--- src/rtl/irq_chain_pkg.sv ---
package irq_chain_pkg;

    typedef enum logic [1:0] {
        ND_IDLE = 2'd0,
        ND_REQ  = 2'd1,
        ND_PASS = 2'd2,
        ND_HOLD = 2'd3
    } node_state_e;

    // Vector owned by chain position idx
    function automatic logic [31:0] node_vector(input int idx, input int base, input int step);
        return 32'(base + idx * step);
    endfunction

endpackage

--- src/rtl/irq_chain_node.sv ---
module irq_chain_node
    import irq_chain_pkg::*;
(
    input  logic clk,
    input  logic rst_n,
    input  logic raise,
    input  logic ack_up,
    output logic ack_down,
    output logic pull_low,
    output logic holding
);

    node_state_e state_q, state_d;
    logic        defer_q, defer_d;

    // State register
    always_ff @(posedge clk or negedge rst_n) begin
        if (!rst_n) begin
            state_q <= ND_IDLE;
            defer_q <= 1'b0;
        end else begin
            state_q <= state_d;
            defer_q <= defer_d;
        end
    end

    // Next-state logic
    always_comb begin
        state_d = state_q;
        defer_d = defer_q;
        unique case (state_q)
            ND_IDLE: begin
                if (ack_up) begin
                    state_d = ND_PASS;      // decision frozen: forward
                    defer_d = raise;
                end else if (raise) begin
                    state_d = ND_REQ;
                end
            end
            ND_REQ: begin
                if (ack_up) state_d = ND_HOLD;
            end
            ND_PASS, ND_HOLD: begin
                if (raise) defer_d = 1'b1;
                if (!ack_up) begin
                    state_d = (defer_q || raise) ? ND_REQ : ND_IDLE;
                    defer_d = 1'b0;
                end
            end
            default: state_d = ND_IDLE;
        endcase
    end

    // Outputs
    always_comb begin
        ack_down = 1'b0;
        pull_low = 1'b0;
        holding  = 1'b0;
        unique case (state_q)
            ND_IDLE, ND_PASS: ack_down = ack_up;
            ND_REQ:           pull_low = 1'b1;
            ND_HOLD: begin
                pull_low = 1'b1;
                holding  = 1'b1;
            end
            default: ack_down = 1'b0;
        endcase
    end

endmodule

--- src/rtl/irq_wired_and.sv ---
module irq_wired_and #(
    parameter int N = 4
) (
    input  logic [N-1:0] pull_low,
    output logic         line_n
);

    // Each node acts as an open-drain switch on a pulled-up line
    logic [N:0] level;
    assign level[0] = 1'b1;

    for (genvar g = 0; g < N; g++) begin : g_drain
        assign level[g+1] = level[g] & ~pull_low[g];
    end

    assign line_n = level[N];

endmodule

--- src/rtl/irq_vec_bus.sv ---
module irq_vec_bus
    import irq_chain_pkg::*;
#(
    parameter int N        = 4,
    parameter int VW       = 8,
    parameter int VEC_BASE = 'h40,
    parameter int VEC_STEP = 4
) (
    input  logic [N-1:0]  drive_en,
    output logic [VW-1:0] bus
);

    logic [VW-1:0] lane [N];

    for (genvar g = 0; g < N; g++) begin : g_lane
        localparam logic [31:0] VEC_FULL = node_vector(g, VEC_BASE, VEC_STEP);
        localparam logic [VW-1:0] VEC = VEC_FULL[VW-1:0];
        assign lane[g] = drive_en[g] ? VEC : '0;
    end

    always_comb begin
        bus = '0;
        for (int k = 0; k < N; k++) bus = bus | lane[k];
    end

endmodule

--- src/rtl/irq_chain_level.sv ---
module irq_chain_level #(
    parameter int N        = 4,
    parameter int VW       = 8,
    parameter int VEC_BASE = 'h40,
    parameter int VEC_STEP = 4
) (
    input  logic          clk,
    input  logic          rst_n,
    input  logic [N-1:0]  dev_raise,
    input  logic          ack_in,
    output logic          irq_line_n,
    output logic          ack_tail,
    output logic [VW-1:0] vec_data
);

    logic [N:0]   ack_chain;
    logic [N-1:0] pull_vec;
    logic [N-1:0] hold_vec;

    assign ack_chain[0] = ack_in;

    for (genvar g = 0; g < N; g++) begin : g_node
        irq_chain_node node_i (
            .clk      (clk),
            .rst_n    (rst_n),
            .raise    (dev_raise[g]),
            .ack_up   (ack_chain[g]),
            .ack_down (ack_chain[g+1]),
            .pull_low (pull_vec[g]),
            .holding  (hold_vec[g])
        );
    end

    assign ack_tail = ack_chain[N];

    irq_wired_and #(.N(N)) line_i (
        .pull_low (pull_vec),
        .line_n   (irq_line_n)
    );

    irq_vec_bus #(.N(N), .VW(VW), .VEC_BASE(VEC_BASE), .VEC_STEP(VEC_STEP)) bus_i (
        .drive_en (hold_vec),
        .bus      (vec_data)
    );

endmodule

--- config.mk ---
export PLATFORM = sky130hd
export DESIGN_NAME = irq_chain_level
export DESIGN_NICKNAME = d
export VERILOG_FILES = /design/src/rtl/irq_chain_pkg.sv /design/src/rtl/irq_chain_node.sv /design/src/rtl/irq_wired_and.sv /design/src/rtl/irq_vec_bus.sv /design/src/rtl/irq_chain_level.sv
export SDC_FILE = /design/constraint.sdc
export NUM_CORES = 1
export LEC_CHECK = 0
export BUFFER_PORTS_ARGS = -buffer_cell sky130_fd_sc_hd__buf_2
export CORE_MARGIN = 5
export CORE_UTILIZATION = 40
export CTS_CLUSTER_SIZE = 16
export DETAILED_ROUTE_END_ITERATION = 7
export MAX_ROUTING_LAYER = met4
export PLACE_DENSITY_LB_ADDON = 0.15
export SYNTH_ARGS = -nofsm -noshare
export SYNTH_HDL_FRONTEND = slang
export SYNTH_SLANG_ARGS = --single-unit
export TNS_END_PERCENT = 1
--- constraint.sdc ---
create_clock -name clk -period 3.37 [get_ports clk]
set_clock_uncertainty 0.1 [all_clocks]
set_input_delay 0.1685 -clock clk [delete_from_list [all_inputs] [get_ports clk]]
set_output_delay 0.1685 -clock clk [all_outputs]
set_load 0.02 [all_outputs]
==> reports/metrics.yaml, run 1 <==
setup_viol: 0
dp.cells: 91
drt_iter0_drc: 4
place_ws_ps: 1790
netlist.area_leader.share_pct: 47.1
cap_violations: 0
critPathRequiredTime_ps: 3100
final_cell_count_no_fill: 96
path_max_fanout: 7
fp.dieH_um: 49.9
cts_tree: "built"
ios: 17
yosysSeqAreaShare_pct: 47.1
final_max_slew_viol_count: 0
path_delay_family: "buffers and inverters"
die_w_um: 49.9
ys_seq_elements: 12
syn_inst: 66
synthToLayoutAreaGrowth_pct: 14.3
n_antenna_cell: 0
clk_pin_slew_ps: 70
cp_slowest_cell: "dlygate4sd3_1"
start_util_pct: 42.4
peakVddDrop_mv: 0.216
timing.fmax_mhz: 528
clock_path_buffers: 2
post-route-min-period_ps: 1890
post_drt_wl_per_cell_um: 12.9
crit_type: "input pin to output port"
hold_viol: 0
htreeDepth: 1
crit_path_frequent_cell: "buf_2"
start_kind: "input pin"
max_stage_delay_ps: 520
finalSetupTns_ps: 0
leakagePower_uw: 0.000367
grt_max_degree: 13
drc: 0
end_kind: "output port"
hold_path.class: "input pin to register"
setup_ws_ps: 1480
grt_pass1_wl_um: 2210
fp-row-count: 14
dp_hpwl_um: 940
antenna_found_initial: 0
synth.area.top_cells: "dfrtp_1 (47%), buf_4 (5.9%), a21oi_1 (5.5%)"
final_util_pct: 48.4
grt_util_all_layers_pct: 11.7
via_per_inst: 5.36
crit_arrival_ps: 1630
grt_pass1_vias: 517
powerDensity_mw_per_mm2: 389
grt.overflow.total: 0
die_area_mm2: 0.00249
firstDrtPassIters: 4
routabilityCongestion: 0.770
clockRootBuffer: "clkbuf_4"
clock_latency_ps: 270
cts_num_sinks: 12
cts_made_buffers: 3
syn_avg_cell_area_um2: 9.67
drive_gt1_share_pct: 23.8
post-cts-setup-buffers: 0
num_vias: 515
fin_crit_sh_pct: 56.2
netlist.top_cell.by_area: "dfrtp_1"
layout.nets: 89
io_buffers: 11
path_cells: "dlygate4sd3_1 > buf_2 > or4b_4 > nor2_1 > buf_2"
rsz0062_at_grt: "no"
synth_area_um2: 638
routed_wirelength_um: 1240
coreArea_mm2: 0.00151
ant_nets: 0
synth_cell_types: 27
status: "finished, final reports clean"
r2r_slack_ps: 1780
ys.warnings.count: 0
p_total_uw: 284
cp_num_buf_inv: 3
==> cells by family after synthesis <==
logic type | after synthesis | share of synthesized area, %
flops | 12 | 47.1
compound gates | 17 | 19.0
buf+inv | 11 | 9.61
other cells | 1 | 0.588
simple gates | 25 | 23.7
==> cells in the mapped netlist (all sizes together) <==
cell type and number:
a211oi 1, a21o 1, a21oi 7, a221o 1
a22o 2, and2 1, buf 5, clkbuf 1
clkinv 1, conb 1, dfrtp 12, inv 4
nand2 2, nand2b 2, nor2 9, nor2b 1
nor3b 1, nor4 5, nor4b 1, o211a 1
o21bai 1, o22ai 1, o32a 2, or2 1
or3b 1, or4b 1
==> stage by stage <==
step | instance area (um^2) | hold slack (ps)
final | 729 | 100
after detailed placement | 687 | -38.2
after global routing | 729 | 99.8
after global placement | 687 | -38.9
after floorplan | 653 | -227
after CTS | 729 | 91.9
==> final timing paths <==
check	start	depth (start not counted)	to
setup / recovery	ack_in	5	ack_tail
hold reg to reg	g_node[1].node_i.defer_q	1	register
min in group asynchronous	rst_n	2	g_node[0].node_i.state_q[1]
setup reg to reg	register	4	g_node[3].node_i.defer_q
hold / removal	dev_raise[3]	2	register
max in group asynchronous	rst_n	2	g_node[3].node_i.defer_q
==> cells in the final DEF, fill, tap and decap left out, drive strengths merged <==
| master | instances |
|---|---|
| a221o | 1 |
| or2 | 1 |
| inv | 4 |
| a21oi | 7 |
| or3b | 1 |
| a22o | 2 |
| nor3b | 1 |
| o211a | 1 |
| a211oi | 1 |
| nor2b | 1 |
| nand2b | 2 |
| and2 | 1 |
| dlygate4sd3 | 2 |
| nor2 | 9 |
| clkbuf | 3 |
| dfrtp | 12 |
| nand2 | 2 |
| conb | 5 |
| o22ai | 1 |
| nor4 | 5 |
| a21o | 1 |
| o21bai | 1 |
| buf | 11 |
| clkinv | 1 |
| o32a | 2 |
| or4b | 1 |
| nor4b | 1 |
==> cell type report <==
type	count	area, um^2
Timing Repair Buffer	13	75.1
Multi-Input combinational cell	47	292
Sequential cell	12	300
Fill cell	149	777
Clock buffer	3	22.5
Inverter	5	20.0
Tap cell	16	20.0
==> timing repair <==
| action | 4_1_cts | 5_1_grt |
|---|---|---|
| gates resized for setup | 0 | 0 |
| hold buffers | 2 | 0 |
| endpoints found under the hold margin | 13 | 0 |
==> per-layer routing <==
metal / global-route usage, % / wire [um] / vias to the layer above
li1: - / - / 262
met1: 14.5 / 580 / 240
met2: 16.9 / 574 / 11
met3: 2.11 / 67 / 2
met4: 8.30 / 14 / 0
met5: - / 0 / -
==> where the power goes <==
group | internal [uW] | switching [uW]
clock | 41.3 | 43.4
sequential | 150 | 7.43
combinational | 16.9 | 25.3
==> worst register-to-register path: stages (launching register included) <==
cell      delay [ps]
dfrtp_1          440
or4b_4           580
clkinv_2          80
nor2_2            40
nor4b_2          270
No activity file was read; power rests on OpenSTA's default activity.
==> run 2: changes to the inputs <==
clock period = 1.85 ns   (was 3.37 ns; I/O delays follow)
==> reports/metrics.yaml, run 2 (same netlist as run 1, synthesis figures left out) <==
status: "finished, final reports clean"
routed_wirelength_um: 1280
grt_max_degree: 13
setup_viol: 0
start_util_pct: 42.4
ant_nets: 0
globalRouteMet3Util_pct: 4.82
grt_pass1_wl_um: 2100
peakVddDrop_mv: 0.454
firstDrtPassIters: 4
synthToLayoutAreaGrowth_pct: 16.1
fp-row-count: 14
grt_util_all_layers_pct: 11.4
drt_iter0_drc: 3
antenna_found_initial: 0
place_ws_ps: 280
coreArea_mm2: 0.00151
die_area_mm2: 0.00249
clock_path_buffers: 2
dp_hpwl_um: 972
final_cell_count_no_fill: 97
max_stage_delay_ps: 570
met1_usage_pct: 13.1
clock_latency_ps: 270
critPathRequiredTime_ps: 1660
drc: 0
layout.nets: 90
io_buffers: 11
final_max_slew_viol_count: 0
hold_viol: 0
setup_ws_ps: 117
fp.dieH_um: 49.9
rsz0062_at_grt: "no"
fillCellCount: 150
end_kind: "output port"
routabilityCongestion: 0.750
start_kind: "register"
ios: 17
leakagePower_uw: 0.000370
htreeDepth: 1
post-route-min-period_ps: 1730
num_vias: 522
powerDensity_mw_per_mm2: 704
grt_busiest_layer: "met2"
crit_arrival_ps: 1540
min_path_cells: 2
grt.overflow.total: 0
dp.cells: 91
path_cells: "or4b_4 > nor2_1 > buf_2"
post-cts-setup-buffers: 0
clockRootBuffer: "clkbuf_4"
clk_pin_slew_ps: 60
drive_gt1_share_pct: 24.7
via_per_inst: 5.38
hold_path.class: "input pin to register"
post_drt_wl_per_cell_um: 13.2
timing.fmax_mhz: 577
cts_num_sinks: 12
cp_slowest_cell: "or4b_4"
finalSetupTns_ps: 0
path_max_fanout: 7
grt_pass1_vias: 507
cts_made_buffers: 3
r2r_cells: 4
die_w_um: 49.9
n_antenna_cell: 0
layout_common_cells: "dfrtp_1 (11), buf_2 (11), nor2_1 (8)"
cts_tree: "built"
fin_crit_sh_pct: 93.7
cap_violations: 0
use_met2_pct: 16.9
crit_type: "register to output port"
run 2: cell types whose count changed in the layout (fill, tap and decap cells not counted):
cell,change
dfrtp_1,-1
dfrtp_2,+1
dlygate4sd3_1,+1
run 2: cell type report:
type                       instances  area [um^2]  share of cell area (%)
timing repair buffer              14         85.1                    11.5
inverter                           5         20.0                    2.70
tap                               16         20.0                    2.70
multi-input combinational         47          292                    39.4
clock buffer                       3         22.5                    3.04
sequential                        12          302                    40.7
run 2: routing by layer:
layer / vias to the layer above / part of all wire [%]
met4: 0 / 1.8
met3: 4 / 7.4
li1: 258 / -
met1: 243 / 44
met5: - / 0
met2: 17 / 47
run 2: worst max-delay path, delay by kind of cell (launching register included):
| kind | cells | cell delay [ps] |
|---|---|---|
| buf+inv | 1 | 160 |
| flops | 1 | 440 |
| simple gates | 2 | 670 |
run 2: path summary, 6_finish.rpt:
check                      slack (ps)                startpoint                          end
hold reg to reg                   470  g_node[1].node_i.defer_q                     register
max in group asynchronous        1300                     rst_n   asynchronous set/reset pin
setup reg to reg                  280                  register     g_node[3].node_i.defer_q
min in group asynchronous         120                     rst_n  g_node[1].node_i.state_q[1]
setup / recovery                  120                  register                     ack_tail
hold / removal                     30              dev_raise[1]                     register
run 2: where the power goes:
group | internal [uW] | leakage, uW | switching, uW
logic | 32.1 | 0.000212 | 46.0
clock network | 75.5 | 0.0000138 | 81.1
registers | 273 | 0.000145 | 13.2
total | 381 | 0.000370 | 140
run 2: per-stage QoR:
step	total power, uW	hold WS [ps]	util, %	cell area, um^2
after floorplan	345	-303	-	653
after global placement	364	-110	45.6	687
after detailed placement	365	-112	45.6	687
after CTS	529	26.7	49.1	739
after global routing	554	30.7	49.2	741
final	521	26.8	49.2	741
run 2: repair_timing:
action / 4_1_cts / 5_1_grt
hold endpoints to repair: 14 / 0
hold buffers: 3 / 0
gates resized for setup: 0 / 1
endpoints found under the setup margin: 0 / 1
